`src/rtl/wdog_pkg.sv`:
```
package wdog_pkg;
  typedef struct packed {
    logic load;
    logic run;
  } cntStrobe_t;
endpackage

```
`src/rtl/wdog_count.sv`:
```
module wdog_count
  import wdog_pkg::*;
#(
  parameter int CNT_W    = 10,
  parameter int DEF_INIT = 50
) (
  input  logic             clk,
  input  logic             rstN,
  input  logic             tickEn,
  input  cntStrobe_t       strb,
  input  logic [CNT_W-1:0] initVal,
  output logic [CNT_W-1:0] count,
  output logic             expire
);
  assign expire = strb.run && tickEn && (count == '0);

  always_ff @(posedge clk) begin
    if (!rstN)                    count <= CNT_W'(DEF_INIT);
    else if (strb.load || expire) count <= initVal;
    else if (strb.run && tickEn)  count <= count - 1'b1;
  end

  p_halt_hold_r2: assert property (@(posedge clk) disable iff (!rstN)
    (!strb.run && !strb.load) |=> $stable(count));

  p_decrement_r3: assert property (@(posedge clk) disable iff (!rstN)
    (strb.run && tickEn && !strb.load && count != '0) |=> (count == CNT_W'($past(count) - 1'b1)));
endmodule

```
`src/rtl/wdog_ctrl.sv`:
```
module wdog_ctrl
  import wdog_pkg::*;
#(
  parameter int ADDR_W   = 3,
  parameter int DATA_W   = 16,
  parameter int CNT_W    = 10,
  parameter int DEF_INIT = 50
) (
  input  logic              clk,
  input  logic              rstN,
  input  logic [ADDR_W-1:0] regAddr,
  input  logic              regWe,
  input  logic [DATA_W-1:0] regWdata,
  input  logic [CNT_W-1:0]  count,
  input  logic              expire,
  output cntStrobe_t        strb,
  output logic [CNT_W-1:0]  initVal,
  output logic [DATA_W-1:0] regRdata,
  output logic              irqPulse,
  output logic              resetReq
);
  localparam int A_KICK = 0, A_INIT = 1, A_STS1 = 2, A_STS2 = 3, A_CTRL = 4, A_IRQ = 5;
  localparam int HALT_BIT = 11, NOREBOOT_BIT = 0, IRQEN_BIT = 13;
  localparam int TO_BIT = 3, SECOND_BIT = 1, BOOT_BIT = 2;
  localparam int MIN_INIT = 4;
  localparam logic [DATA_W-1:0] CTRL_RST = DATA_W'((1 << HALT_BIT) | (1 << NOREBOOT_BIT));

  logic [DATA_W-1:0] ctrlReg;
  logic intEn, timeoutSts, secondTo, bootSts, stall;
  logic wrKick, wrInit, wrSts1, wrSts2, wrCtrl, wrIrq;
  logic firstExp, secondExp, fire, noReboot, halt;

  assign wrKick = regWe && (regAddr == ADDR_W'(A_KICK));
  assign wrInit = regWe && (regAddr == ADDR_W'(A_INIT));
  assign wrSts1 = regWe && (regAddr == ADDR_W'(A_STS1));
  assign wrSts2 = regWe && (regAddr == ADDR_W'(A_STS2));
  assign wrCtrl = regWe && (regAddr == ADDR_W'(A_CTRL));
  assign wrIrq  = regWe && (regAddr == ADDR_W'(A_IRQ));

  assign halt      = ctrlReg[HALT_BIT];
  assign noReboot  = ctrlReg[NOREBOOT_BIT];
  assign firstExp  = expire && !timeoutSts;
  assign secondExp = expire && timeoutSts;
  assign fire      = secondExp && !noReboot;

  assign strb.load = wrKick;
  assign strb.run  = !halt && !stall;

  always_ff @(posedge clk) begin
    if (!rstN) begin
      ctrlReg    <= CTRL_RST;
      initVal    <= CNT_W'(DEF_INIT);
      intEn      <= 1'b0;
      timeoutSts <= 1'b0;
      secondTo   <= 1'b0;
      bootSts    <= 1'b0;
      stall      <= 1'b0;
      irqPulse   <= 1'b0;
      resetReq   <= 1'b0;
    end else begin
      if (wrCtrl) ctrlReg <= regWdata;
      if (wrIrq)  intEn   <= regWdata[IRQEN_BIT];
      if (wrInit && regWdata[CNT_W-1:0] >= CNT_W'(MIN_INIT))
        initVal <= regWdata[CNT_W-1:0];

      if (firstExp)                         timeoutSts <= 1'b1;
      else if (wrSts1 && regWdata[TO_BIT])  timeoutSts <= 1'b0;

      if (secondExp)                            secondTo <= 1'b1;
      else if (wrSts2 && regWdata[SECOND_BIT])  secondTo <= 1'b0;

      if (fire)                               bootSts <= 1'b1;
      else if (wrSts2 && regWdata[BOOT_BIT])  bootSts <= 1'b0;

      if (fire)                       stall <= 1'b1;
      else if (wrKick && !secondTo)   stall <= 1'b0;

      irqPulse <= firstExp && intEn;
      resetReq <= fire;
    end
  end

  always_comb begin
    regRdata = '0;
    case (regAddr)
      ADDR_W'(A_KICK): regRdata = DATA_W'(count);
      ADDR_W'(A_INIT): regRdata = DATA_W'(initVal);
      ADDR_W'(A_STS1): regRdata[TO_BIT] = timeoutSts;
      ADDR_W'(A_STS2): begin
        regRdata[SECOND_BIT] = secondTo;
        regRdata[BOOT_BIT]   = bootSts;
      end
      ADDR_W'(A_CTRL): regRdata = ctrlReg;
      ADDR_W'(A_IRQ):  regRdata[IRQEN_BIT] = intEn;
      default:         regRdata = '0;
    endcase
  end

  p_init_legal_r4: assert property (@(posedge clk) disable iff (!rstN)
    initVal >= CNT_W'(MIN_INIT));

  p_irq_first_r5: assert property (@(posedge clk) disable iff (!rstN)
    irqPulse |-> timeoutSts);

  p_irq_enabled_r7: assert property (@(posedge clk) disable iff (!rstN)
    irqPulse |-> $past(intEn));

  p_reset_second_r8: assert property (@(posedge clk) disable iff (!rstN)
    resetReq |-> (secondTo && bootSts));

  p_reset_gated_r9: assert property (@(posedge clk) disable iff (!rstN)
    resetReq |-> !$past(noReboot));

  p_reset_single_r10: assert property (@(posedge clk) disable iff (!rstN)
    resetReq |=> !resetReq);
endmodule

```
`src/rtl/wdog_twostage.sv`:
```
module wdog_twostage
  import wdog_pkg::*;
#(
  parameter int ADDR_W   = 3,
  parameter int DATA_W   = 16,
  parameter int CNT_W    = 10,
  parameter int DEF_INIT = 50
) (
  input  logic              clk,
  input  logic              rstN,
  input  logic              tickEn,
  input  logic [ADDR_W-1:0] regAddr,
  input  logic              regWe,
  input  logic [DATA_W-1:0] regWdata,
  output logic [DATA_W-1:0] regRdata,
  output logic              irqPulse,
  output logic              resetReq
);
  cntStrobe_t       strb;
  logic [CNT_W-1:0] initVal;
  logic [CNT_W-1:0] count;
  logic             expire;

  wdog_ctrl #(.ADDR_W(ADDR_W), .DATA_W(DATA_W), .CNT_W(CNT_W), .DEF_INIT(DEF_INIT)) uCtrl (
    .clk(clk), .rstN(rstN), .regAddr(regAddr), .regWe(regWe), .regWdata(regWdata),
    .count(count), .expire(expire), .strb(strb), .initVal(initVal),
    .regRdata(regRdata), .irqPulse(irqPulse), .resetReq(resetReq)
  );

  wdog_count #(.CNT_W(CNT_W), .DEF_INIT(DEF_INIT)) uCount (
    .clk(clk), .rstN(rstN), .tickEn(tickEn), .strb(strb),
    .initVal(initVal), .count(count), .expire(expire)
  );
endmodule

```
`config.mk`:
```
export PLATFORM = sky130hd
export DESIGN_NAME = wdog_twostage
export DESIGN_NICKNAME = d
export VERILOG_FILES = /design/src/rtl/wdog_pkg.sv /design/src/rtl/wdog_count.sv /design/src/rtl/wdog_ctrl.sv /design/src/rtl/wdog_twostage.sv
export SDC_FILE = /design/constraint.sdc
export NUM_CORES = 1
export LEC_CHECK = 0
export BUFFER_PORTS_ARGS = -buffer_cell sky130_fd_sc_hd__buf_4
export CORE_ASPECT_RATIO = 1.4
export CORE_MARGIN = 5
export CORE_UTILIZATION = 59
export CTS_CLUSTER_SIZE = 28
export DETAILED_ROUTE_END_ITERATION = 12
export PLACE_DENSITY = 0.85
export SYNTH_ARGS = -nofsm -noshare
export SYNTH_HDL_FRONTEND = slang
export SYNTH_SLANG_ARGS = --single-unit
```
`constraint.sdc`:
```
create_clock -name clk -period 2.7 [get_ports clk]
set_input_delay 0.27 -clock clk [delete_from_list [all_inputs] [get_ports clk]]
set_output_delay 0.27 -clock clk [all_outputs]
set_load 0.01 [all_outputs]
```
# ---- After elaboration in Yosys (flattened, before gate mapping)
# Cells that the tools add are included.
dict set report word_totals {
  in_bits 23
  out_inout_bits 18
  wordCells 64
  ff_bits 43
}
dict set report classes {
  muxes 16
  reduce_logical 31
  magnitude_cmp 1
  eq_ne 5
  n_addsub 1
}
# op count
set ops {}
lappend ops {{$pmux 9 s3} 1}
lappend ops {{$mux 10} 2}
lappend ops {{$logic_and 1x1->1} 18}
lappend ops {{$ge 10x3->1 const B} 1}
lappend ops {{$logic_not 10->1} 1}
lappend ops {{$reduce_bool 2->1} 5}
lappend ops {{$sub 10x1->10 const B} 1}
lappend ops {{$mux 1} 8}
lappend ops {{$pmux 2 s4} 1}
lappend ops {{$eq 3x2->1 const B} 2}
lappend ops {{$eq 3x3->1 const B} 2}
lappend ops {{$logic_not 1->1} 5}
lappend ops {{$pmux 1 s4} 1}
lappend ops {{$eq 3x1->1 const B} 1}
lappend ops {{$logic_not 3->1} 1}
lappend ops {{$pmux 1 s3} 1}
lappend ops {{$mux 2} 1}
lappend ops {{$pmux 1 s2} 1}
lappend ops {{$logic_or 1x1->1} 1}

# ---- Logic depth before layout (Yosys ltp)
# Gate-level depths: netlist (run 1).
dict set report logic_depth {
  ltp_word 7
  mapped_depth 7
  ltp_nobuf 6
}

# ---- Hierarchy
# Synthesis (run 1) repeated with hierarchy kept, for this count alone.
dict set report hier_totals {
  hier_cells 267
  hier_area_um2 2301.0
}
# module cells_per_inst area_each_um2 n_inst seq_area_each_um2
set by_module_without_submodules {}
lappend by_module_without_submodules {wdog_ctrl 197 1670.4 1 660.6}
lappend by_module_without_submodules {wdog_count 70 630.6 1 200.2}

# ---- Worst setup path before layout (run 1)
# Ideal clock, no wire load.
dict set report synth_path {
  path_kind {register to register}
  start {register uCount.count[0]}
  end {register uCount.count[9]}
  path_stages_with_launch 8
  arrival_time_ns 1.462
  period_less_slack_ns 1.586
  slack_ns 1.114
  path_buffers 1
  setup_ns 0.124
  required_ns 2.576
  path_cell_list {dfxtp_1 -> inv_1 -> ha_1 -> nor4b_2 -> and4_1 -> clkbuf_2 -> a221oi_1 -> o22ai_1}
}
dict set report synth_via {
  elab_chain_cells 4
  elab_cells_between_ends 7
  classes_between {1 x add/sub; 2 x mux; 4 x reduce/logical}
}
# element line_no
set synth_lines {}
lappend synth_lines {{start, declared} wdog_count.sv:12} ;# output logic [CNT_W-1:0] count,
lappend synth_lines {{start signal, assigned} wdog_count.sv:18} ;# if (!rstN) count <= CNT_W'(DEF_INIT);
lappend synth_lines {{start signal, assigned} wdog_count.sv:19} ;# else if (strb.load || expire) count <= initVal;
lappend synth_lines {{start signal, assigned} wdog_count.sv:20} ;# else if (strb.run && tickEn) count <= count - 1'b1;
lappend synth_lines {{branches (longest 4 deep; another with $sub 10x1->10)} --}
# Several ways; the timed one is not identified. The select of a mux whose other input is x is not followed.
# A chain may end at the register's enable or synchronous reset.

# ---- Final worst setup path (run 1)
dict set report layout_path {
  start {register uCount.count[0]}
  end {register uCount.count[5]}
}
# Same word-level chain as after synthesis.

==> metrics list, run 1 <==
- Largest net degree at the start of global routing: 22
- Violation count after the first detailed-routing iteration: 95
* Area of the die: 5128 um^2
- Compared with the post-synthesis result, the final layout area differs by 16.77%.
- Depth of the CTS H-tree: 2
- 41 I/O pins were placed.
- The detail route stage leaves a number of antenna-violating nets equal to 0.
* CTS tree: done
* Capture endpoint of the worst hold path: uCtrl.ctrlReg[11]
- Clock skew after layout: 0.007249 ns
- Number of hold buffers added after CTS: 0
- Number of resized instances in the post-cts repair step: 0
- Reg-to-reg endpoint: uCount.count[5]
- After layout, the design draws a total of 1.186 mW.
- For this run, the leading register cell type out of synthesis is dfxtp_1.
- Width of the chip: approximately 62 um
- The worst hold path begins at regWdata[11].
- F_max: 533.2 MHz
- Maximum vdd ir drop: 391.7 uV
- Number of diodes: 0
- Clock tree sinks: 43
* Wire length reported by the detailed router: 5.504 mm
- Final worst path period need: 1.875 ns
* Setup total negative slack: 0 ns
- The run finished with clean final reports.
- The clock reaches the later pin of the worst-skew pair after 0.29 ns.
- After detailed routing, the number of vias per cell comes to 6.009.
* Arrival time reported for the critical path endpoint: between 2 and 2.5 ns
* Final cell count without fillers: 351
* Synthesized net count: 298
- The max-slew violation count is 0.
* Buffers from clock root to sink, at most: 2
- After legalization and detailed placement, the total HPWL measured 3.982 mm.
- Required time at the worst-slack endpoint: 2.86 ns
- Sort of element at the start of the critical path: flip-flop
- The first global-routing pass estimated about 9.6 mm of wire.
- Global-route usage over all layers: around a quarter
* Maximum fanout encountered on the critical timing path: 8
- Worst path cell trace: inv_1, ha_1, nor4b_2, nand4_1, a211oi_1, a41oi_1
* CP max-delay cell: nand4_1
- Min-Delay Path Depth: 3
- The number of global-route vias before repair is 2070.
- After filler insertion, the fill cell instance count of the layout stands at about 310.
- Power spread over the standard cell area amounts to approximately 460 nW/um^2.
* Number of setup buffers added after CTS: 0
- Remaining Overflow, GRT: 0
- FP Rows: 26
* Synthesized area divided by synthesized cell count: about 8 um^2
- After clock tree synthesis, the clock-pin slew on the worst setup and hold paths is 0.08 ns.
- Instance count after placement with tap cells included: 343
- For flop-to-flop paths, the worst setup slack is a little over 0.8 ns.
- On the worst path, the slowest cell contributes a delay of 0.38 ns.
- Worst Max-Slew Pin Slew: 0.5649 ns
- Final Setup Violations: 0
- Die Y-Extent: 82.76 um
- In the final layout, the share of cells above drive strength 1 is 19.42%.
- Clock Tree Root: clkbuf_8
- Final-stage net count: around 330
- Unique cell type count in the Yosys netlist: 49
- After detailed routing, the average wire length per cell comes to 15.68 um.
- Portion of the clock cycle consumed by the worst path in the final layout: 69.46%
- Launch point of the worst reg-to-reg path: uCount.count[0]
* Detailed Routing Iterations Pass 1: 5
- Antenna violations before repair: 0
- Worst Setup End Kind: flip-flop
- Counting every instance in the synthesized netlist gives around 270.
- Max Cap Viol: 0
* Number of enable-type register cells in the synthesized netlist: 0
* R2R cell count: 6
- Core area: ~3600 um^2
- Warnings from Yosys: 0
- Number of port buffers: 40
* Share of flip-flops with an asynchronous set or reset after synthesis: 0%
* Minimum hold slack: about 0.19 ns
- After synthesis, flip-flops and latches occupy between 30% and 40% of the total area.
- Leak Pwr: 0.9698 nW
* Final hold violation count: 0
- Setup repair after global routing missed its margin: no
* Mapped Area: between 2000 and 2500 um^2
- Num CTS Buffers: 5
- Routability-driven placement finished with a final weighted congestion of 0.8271.
* FF+latch count, synth: 43
- For this run, design rule violations remaining after detail routing come to 0.
- Path type of the worst min-delay path: in -> reg
- Vias: 2109
- By startpoint and endpoint, the worst setup path is classified as reg -> reg.
* Initial Utilization: 61.23%
* Headroom to the max-slew limit: 62.11%
==> critical path, delay by kind of cell (launching register included) <==
kind	cells	cell delay, ns
buffers and inverters	1	0.07
and+or+nand+nor	2	0.75
DFF	1	0.35
AOI/OAI and AO/OA	2	0.39
adders and majority gates	1	0.17
==> cell families after synthesis <==
family / synth area share, %
xor gates and xnor gates: 1.963
adders and majority gates: 0.5608
AOI/OAI and AO/OA: 15.14
buffers and inverters: 4.206
DFF: 38.59
muxes: 10.38
and+or+nand+nor: 29.16
==> sequential cells by signal, summed over array words and instances (netlist names) <==
signal / flops
uCount.count: 10
uCtrl.intEn: 1
uCtrl.irqPulse: 1
uCtrl.resetReq: 1
uCtrl.timeoutSts: 1
uCtrl.secondTo: 1
uCtrl.stall: 1
uCtrl.ctrlReg: 16
uCtrl.initVal: 10
uCtrl.bootSts: 1
==> how the worst max path moves through the flow <==
| stage | from | end | slack, ns | cells after the start |
|---|---|---|---|---|
| 2_1_floorplan | uCount.count[0] | uCount.count[9] | 1.11 | 7 |
| 3_3_place_gp | regAddr[0] | uCtrl.ctrlReg[9] | 0.85 | 5 |
| 3_5_place_dp | regAddr[0] | uCtrl.ctrlReg[8] | 0.81 | 5 |
| 4_1_cts | uCount.count[0] | uCount.count[5] | 0.84 | 6 |
| 5_1_grt | uCount.count[0] | uCount.count[5] | 0.57 | 6 |
| 6_report | uCount.count[0] | uCount.count[5] | 0.82 | 6 |
==> where the power goes <==
group	total, mW	switching [mW]	internal (mW)
clock network	0.393	0.212	0.182
logic	0.136	0.0754	0.0601
registers	0.657	0.0114	0.646
total	1.19	0.299	0.888
==> cell usage after synthesis (2+ instances only) <==
cell type | number | area [um^2]
nand2_1 | 46 | 172.7
dfxtp_1 | 43 | 860.8
nor2_1 | 33 | 123.9
a21oi_1 | 29 | 145.1
mux2i_1 | 22 | 220.2
o21ai_0 | 10 | 50.05
and2_1 | 7 | 43.79
clkbuf_1 | 7 | 26.28
nand3_1 | 7 | 35.03
buf_2 | 6 | 30.03
nor3_1 | 6 | 30.03
a31oi_1 | 4 | 25.02
nand4_1 | 4 | 25.02
xnor2_1 | 4 | 35.03
a22oi_1 | 3 | 22.52
o211ai_1 | 3 | 22.52
a311oi_1 | 2 | 17.52
inv_1 | 2 | 7.510
nor2b_1 | 2 | 12.51
nor3b_2 | 2 | 25.02
nor4_1 | 2 | 12.51
nor4b_2 | 2 | 30.03
o21a_1 | 2 | 15.01
==> per-stage QoR <==
step | worst slack, ns | area [um^2] | utilization (%)
finish | 0.8245 | 2605 | 71.50
global route | 0.5728 | 2605 | 71.50
CTS | 0.8402 | 2605 | 71.50
detailed placement | 0.8116 | 2524 | 69.27
global placement | 0.8458 | 2524 | 69.27
floorplan | 1.114 | 2231 | -
==> cell type report <==
| class | count | area [um^2] | area share [%] |
|---|---|---|---|
| multi-input combinational | 212 | 1276 | 48.99 |
| sequential | 43 | 860.8 | 33.05 |
| timing repair buffer | 43 | 322.8 | 12.39 |
| clock buffer | 7 | 76.32 | 2.930 |
| tap | 42 | 52.55 | 2.017 |
| inverter | 3 | 11.26 | 0.4323 |
| clock inverter | 1 | 5.005 | 0.1921 |
==> cells in the final DEF (no fill, tap or decap), types with 2 or more instances in the layout <==
master | Yosys | layout
nor3b_2 | 2 | 2
dfxtp_1 | 43 | 43
o21ai_0 | 10 | 10
nor2b_1 | 2 | 2
nand4_1 | 4 | 4
nor2_1 | 33 | 33
nor4b_2 | 2 | 2
a311oi_1 | 2 | 2
clkbuf_1 | 7 | 2
nand2_1 | 46 | 46
buf_4 | 1 | 43
mux2i_1 | 22 | 22
and2_1 | 7 | 7
o21a_1 | 2 | 2
o211ai_1 | 3 | 3
clkbuf_8 | 1 | 5
a22oi_1 | 3 | 3
xnor2_1 | 4 | 4
inv_1 | 2 | 2
nor4_1 | 2 | 2
nand3_1 | 7 | 7
nor3_1 | 6 | 6
a21oi_1 | 29 | 29
a31oi_1 | 4 | 4
==> routing by layer <==
metal / vias to the layer above / global-route usage [%] / routed length (um)
met2: 80 / 38.28 / 2630
li1: 1040 / - / -
met3: 9 / 4.821 / 342
met4: 0 / 7.219 / 93
met5: - / 0 / 0
met1: 980 / 33.43 / 2437
Note: power is estimated with default switching activity, not from simulation.
==> run 2: changes to the inputs <==
Settings changed: CORE_UTILIZATION 59 to 50, PLACE_DENSITY 0.85 to 0.77.
Clock period 2.7 ns to 1.6 ns, I/O delays scaled along.
==> run 2 against run 1 <==
Compared with the run above: the run now ends with setup timing left; non-clock buffer count rose by 20; register-to-register slack lost 0.89 ns; sequential power rose by 69%; hold slack worse by 0.11 ns; combinational power rose by 92%; via count grew 5.2%; global-route usage shrank 2.5 points; first-iteration DRC count is 77% higher; flip-flop and latch count stayed put; final area grew 9.8%; maximum frequency grew 13%; final cell count increased by 11%; critical endpoint unchanged; largest power group unchanged; highest routed layer unchanged.
==> metrics list, run 2 (synthesis results as in run 1) <==
- Outcome: complete, but fails checks
* Violations in the final reports: setup timing
- Once the floorplan was initialized, standard cells occupied 52.20% of the core.
- Area of the die: around 5900 um^2
- Final Wtd Congestion: ~0.9
- The floorplan step set the die height to ~89 um.
- Design internal power: 1.519 mW
* Max Cap Viol: 0
* Core area: around 4300 um^2
- Pin placement for this block handled 41 I/O pins.
- Clock edge transition at the registers on the reported setup and hold paths: approximately 0.08 ns
* Vias in the first global route: 2146
- Max reg flops: 16
- In this run the number of H-tree levels came out at 2.
* Most common cell after layout, fill and taps aside: buf_4
* Clock Tree Root: clkbuf_8
* Num CTS Buffers: 5
* Portion of the clock cycle consumed by the worst path in the final layout: 103.9%
* Headroom to the max-slew limit: roughly three quarters
* Final-stage net count: 353
- Required time at the worst-slack endpoint: 1.74 ns
- Post-DP HPWL: 4.541 mm
* Arrival time reported for the critical path endpoint: 1.81 ns
- DRC: 0
- Maximum vdd ir drop: 583.3 uV
* Top library cells by usage in the layout, fill and taps aside: buf_4 (62), nand2_1 (46), dfxtp_1 (38), nor2_1 (33), a21oi_1 (28)
- Ratio of cells with drive above 1 in the final layout: 29.09%
- Clock network fraction of total power: roughly 33%
- Final Setup Violations: 2
- Worst Setup End Kind: flip-flop
- Global routing used 21.96% of the available tracks.
* Drt via density: 5.690
* Vias: around 2200
* Minimum setup slack in the final design: -0.06207 ns
- Violation count after the first detailed-routing iteration: 168
* Maximum fanout encountered on the critical timing path: 4
- After routing the design area is 2861 um^2.
* CTS tree: done
* Detailed Routing Iterations Pass 1: 5
- In this run the power spent charging and discharging nets is a little over 500 uW.
* Remaining Overflow, GRT: 0
- Number of diodes: 0
* Area Growth Syn to Fin: 28.27%
- Largest net degree at the start of global routing: 21
- Subtracting the final worst setup slack from the clock period gives between 1.5 and 2 ns.
* Crit path kind: reg -> reg
- Worst Max-Slew Pin Slew: 0.3615 ns
- Timing would allow up to 601.7 MHz.
- Antenna violations before repair: 0
* Combinational Power Share: between 10% and 20%
- Most flop-heavy register: uCtrl.ctrlReg
- Reg power frac: roughly 55%
- Wire length reported by the detailed router: 6.263 mm
- Setup repair after global routing missed its margin: yes
- Wire length of the first global-routing pass: 10.14 mm
- Buffers from clock root to sink, at most: 2
- Clock skew on the completed layout was measured at 0.004879 ns.
- Leak Pwr: 1.082 nW
* Average detailed-routed wire length per instance: 16.06 um
- Final hold violation count: 0
- Antenna Violating Nets Remaining: 0
- The path class of the tightest hold or removal check is in -> reg.
* Fin. max-slew vios: 0
- Power spread over the standard cell area amounts to 711.3 nW/um^2.
- Share of total power consumed by net switching: 25.39%
- After detailed placement, the total cell area comes to 2689 um^2.
- The largest registers in the layout are uCtrl.ctrlReg (16), uCount.count (10), uCtrl.initVal (10).
- Sort of element at the start of the critical path: flip-flop
- FP Rows: 28
- Counting the fill cells in the layout gives 368.
- Width of the chip: 66.46 um
- Input and output buffers added on the ports amount to 40.
* Clock latency on the worst-skew pair: 0.29 ns
- Clock tree sinks: 43
- Across all hold checks on the routed design, the worst slack comes to roughly 0.086 ns.
-- run 2: critical path, stage by stage, from the launching register on --
cell and delay (ns):
dfxtp_2 0.34, inv_2 0.07, ha_4 0.14, nor4b_4 0.27
nand4_1 0.23, a211oi_1 0.35, a41oi_1 0.11
-- run 2: final cells by class --
type	count	area, um^2	share of cell area, %
multi-input combinational	213	1348	47.09
sequential	43	869.6	30.39
clock inverter	1	5.005	0.1749
clock buffer	7	76.32	2.667
inverter	3	11.26	0.3935
timing repair buffer	63	476.7	16.66
tap	60	75.07	2.624
-- run 2: power groups by stage --
stage	Combinational, mW	Sequential, mW	Clock, mW
6_report	0.261	1.11	0.666
5_1_grt	0.283	1.11	0.738
4_1_cts	0.252	1.11	0.687
3_5_place_dp	0.248	1.13	0
3_3_place_gp	0.245	1.13	0
2_1_floorplan	0.134	1.13	0
-- run 2: what timing repair did --
| action | 4_1_cts | 5_1_grt |
|---|---|---|
| setup endpoints to repair | 11 | 12 |
| gates cloned | 0 | 1 |
| setup buffers | 0 | 1 |
| hold buffers | 0 | 0 |
| resized for setup | 10 | 12 |
| pin swaps | 3 | 6 |
-- run 2: path summary, 6_finish.rpt --
check | start | endpoint | slack, ns | cells after the start
worst max-delay path | uCount.count[1] | uCount.count[5] | -0.06 | 6
worst min-delay path | regWdata[0] | uCtrl.ctrlReg[0] | 0.09 | 3
worst min register to register | uCtrl.ctrlReg[15] | uCtrl.ctrlReg[15] | 0.45 | 2
worst max register to register | uCount.count[1] | uCount.count[5] | -0.06 | 6
-- run 2: per-stage QoR --
stage	power [mW]	util (%)	setup TNS (ns)	instances	worst slack (ns)
floorplan	1.262	-	0	274	0.01425
global placement	1.376	62.91	0	380	0.03014
detailed placement	1.379	62.91	-0.1378	380	-0.04871
CTS	2.048	65.40	0	388	0.01293
global route	2.132	66.95	-0.3239	390	-0.1007
finish	2.035	66.95	-0.07902	390	-0.06207
-- run 2: layer usage --
metal	wire length [um]	track usage [%]	vias to the layer above
met5	0	0	-
met4	148	8.872	0
met3	390	3.774	13
met2	3190	37.31	90
met1	2533	27.44	1036
li1	-	-	1080
==> run 3: changes to the inputs <==
Settings changed: ABC_AREA set to 1, PLACE_DENSITY 0.77 to 0.76, RECOVER_POWER set to 25, SYNTH_HIERARCHICAL set to 1.
==> run 3 against run 2 <==
Compared with the run above: the run now ends clean; flip-flop and latch count did not move; combinational power rose by 11%; maximum frequency rose by 11%; clock skew rose by 0.00072 ns; final area rose by 1.3%; core utilization fell by 3.6 points; power rose by 9.2%; critical endpoint is now uCtrl/stall.
==> metrics list, run 3 <==
- Outcome: finished, final reports clean
- Sort of element at the start of the critical path: flip-flop
* Path type of the worst min-delay path: in -> reg
* Most flop-heavy register: uCtrl/ctrlReg
- Synthesized instance count: around 370
* Final Setup Violations: 0
- The longest clock path from root to sink contains 2 buffers.
- Most common cell after layout, fill and taps aside: nand2_1
- The number of global-route vias before repair is 2342.
- In the post-synthesis netlist, the cell with the most instances is nand2_1.
* Io pins: 41
- Antenna Violating Nets Remaining: 0
* Synthesized area divided by synthesized cell count: 6.433 um^2
- In this run, the number of DRC markers left after iteration 0 of detailed routing was ~140.
- Number of diodes: 0
- Area share of the largest cell type after synthesis: 36.46%
- Width of the chip: 68.08 um
* Final worst path period need: 1.496 ns
- F_max: about 670 MHz
- Num CTS Buffers: 5
- Average detailed-routed wire length per instance: 12.76 um
- Wire length on met2: 3.165 mm
- Counting flops with an async set or reset pin after synthesis yields a share of 0%.
- FP Rows: 29
- Worst path cell trace: nor2_4, nand2_4, nor2_4, nand2_2, nor3_2, nand3_1, nor2_2, inv_1, o21ai_0
- The first global-routing pass estimated a little over 10 mm of wire.
* Die Y-Extent: just over 90 um
- The largest single stage delay on the critical path is 0.40 ns.
* Worst Max-Slew Pin Slew: 0.6926 ns
- In the layout the commonest cells are nand2_1 (92), nor2_1 (74), buf_4 (53), dfxtp_1 (41), inv_1 (39).
- The pre-antenna-repair detailed-routing pass consisted of 5 iterations.
* Max reg flops: 16
- In this run the tightest slew margin relative to its limit is 53.66%.
* Mapped Area: 2361 um^2
* Depth of the CTS H-tree: 2
* Routed length on met1: roughly 2.6 mm
* FF+latch count, synth: 43
- Yosys printed 6 warnings.
* Top_reg_cell synth: dfxtp_1
* Wire length reported by the detailed router: a little over 6 mm
- In the synthesized netlist, the cells that appear most often are nand2_1 (93), nor2_1 (75), dfxtp_1 (43).
- Power density of the placed cells: 766.7 nW/um^2
* Sequential share of the synthesized area: 36.46%
* Minimum setup slack in the final design: 0.1039 ns
* Clock edge transition at the registers on the reported setup and hold paths: 0.08 ns
- Once the floorplan was initialized, standard cells occupied 51.64% of the core.
- TritonCTS built the clock tree.
- Crit path kind: reg -> reg
- Core area: 4572 um^2
- Along the worst path, the maximum fanout reaches 6.
- Setup total negative slack on the finished layout was measured at 0 ns.
- The count of buffers added on input and output ports is 40.
* Largest net degree at the start of global routing: 43
* Number of enable-type register cells in the synthesized netlist: 0
- Clock latency on the worst-skew pair: 0.29 ns
* Required time at the worst-slack endpoint: 1.81 ns
- Uppermost layer routed: met4
* Leading registers by flop count: uCtrl/ctrlReg (16), uCount/count (10), uCtrl/initVal (10)
- Drt via density: 4.967
- Global-route usage over all layers: 21.24%
- Arrival time reported for the critical path endpoint: 1.71 ns
* DRC: 0
- Summed over all nets, wire length on met3 after detailed routing comes to 291 um.
- The number of antenna violations at the first check in global routing was 0.
- The tree built by TritonCTS fans out to 43 sinks.
- Dividing the final minimum period by the clock period gives 93.50%.
- Worst slack after detailed placement: -0.02524 ns
- Cell taking the most area after synthesis: dfxtp_1
* Clock skew after layout: 0.005601 ns
- Ratio of cells with drive above 1 in the final layout: 19.52%
- Once detailed placement completed, the half-perimeter wirelength came to 4.698 mm.
* Final hold violation count: 0
- For this design the static power due to leakage is between 1 and 1.5 nW.
* Area Growth Syn to Fin: 22.73%
- The congestion estimate from routability-driven global placement came to 0.8782.
- Remaining Overflow, GRT: 0
- Cells taking the most area after synthesis: dfxtp_1 (36%), nand2_1 (15%), nor2_1 (12%)
- Synthesis produced a netlist with a net count of 391.
- Dominant cell type by count on the critical path: nor2_4
- Maximum vdd ir drop: 613.1 uV
- Fin. max-slew vios: 0
- Area of the die: 6216 um^2
- In the final design database the tool counted 444 nets.
- The routed layout has 2394 vias.
- Unique cell type count in the Yosys netlist: 30
- CP max-delay cell: dfxtp_1
* Worst Setup End Kind: flip-flop
- The cell sitting at the root of the clock tree is a clkbuf_8.
- Across the run, the number of max-cap violations was 0.
- Sum of internal, switching and leakage power: between 2 and 2.5 mW
## run 3: cell count changes after synthesis, sizes merged, moves of 22 or more
cell   before  now
nand3       7   38
inv         2   45
nor2       33   79
a21oi      29    5
nand2      47   96
mux2i      22    0
## run 3: final timing paths
path	cells after the start	slack, ns	from	end
worst max register to register	9	0.10	uCount/count[3]	uCtrl/stall
worst min-delay path	3	0.09	regWdata[10]	uCtrl/ctrlReg[10]
worst min register to register	2	0.47	uCtrl/bootSts	uCtrl/bootSts
worst max-delay path	9	0.10	uCount/count[3]	uCtrl/stall
## run 3: power breakdown
group | switching [mW] | leakage (nW) | internal (mW)
Sequential | 0.0237 | 0.348 | 1.10
Combinational | 0.168 | 1.01 | 0.121
Clock | 0.349 | 0.0513 | 0.458
Total | 0.540 | 1.41 | 1.68
## run 3: layer usage
metal  global-route usage (%)  vias up
li1                         -     1255
met1                    26.28     1063
met2                    35.72       64
met3                    3.951       12
met4                    7.629        0
met5                        0        -
## run 3: critical path, delay by kind of cell (launching register included)
family,cells,cell delay [ns]
AOI/OAI and AO/OA,1,0.07
buffers and inverters,1,0.05
DFF,1,0.40
and+or+nand+nor,7,0.90
## run 3: stage by stage
| step | hold slack (ns) | utilization [%] | cell area (um^2) | std cells |
|---|---|---|---|---|
| after floorplan | 0.2904 | - | 2366 | 367 |
| after global routing | 0.09693 | 63.38 | 2898 | 482 |
| after CTS | 0.08632 | 63.08 | 2884 | 479 |
| final | 0.09235 | 63.38 | 2898 | 482 |
| after global placement | 0.3787 | 60.78 | 2779 | 472 |
| after detailed placement | 0.3916 | 60.78 | 2779 | 472 |
## run 3: kinds of logic (layout without fill, tap and decap cells)
kind of cell	after synthesis	after routing	synth area share, %
buffers and inverters	58	111	10.65
AOI/OAI and AO/OA	32	32	7.525
xor gates and xnor gates	4	4	1.484
and+or+nand+nor	229	229	43.35
DFF	43	43	36.46
adders and majority gates	1	1	0.5299
## run 3: timing repair
action                                  in CTS  in global routing
pin swaps                                    0                  6
setup buffers                                0                  3
hold buffers                                 0                  0
endpoints found under the setup margin       2                  4
resized for setup                            2                  9
## run 3: layout make-up
cell class                      count  area [um^2]
Fill cell                         471         1674
Timing Repair Buffer               57        412.9
Inverter                           47        181.4
Sequential cell                    43        863.3
Multi-Input combinational cell    266         1260
Clock buffer                        6        72.57
Clock inverter                      1        30.03
Tap cell                           62        77.57
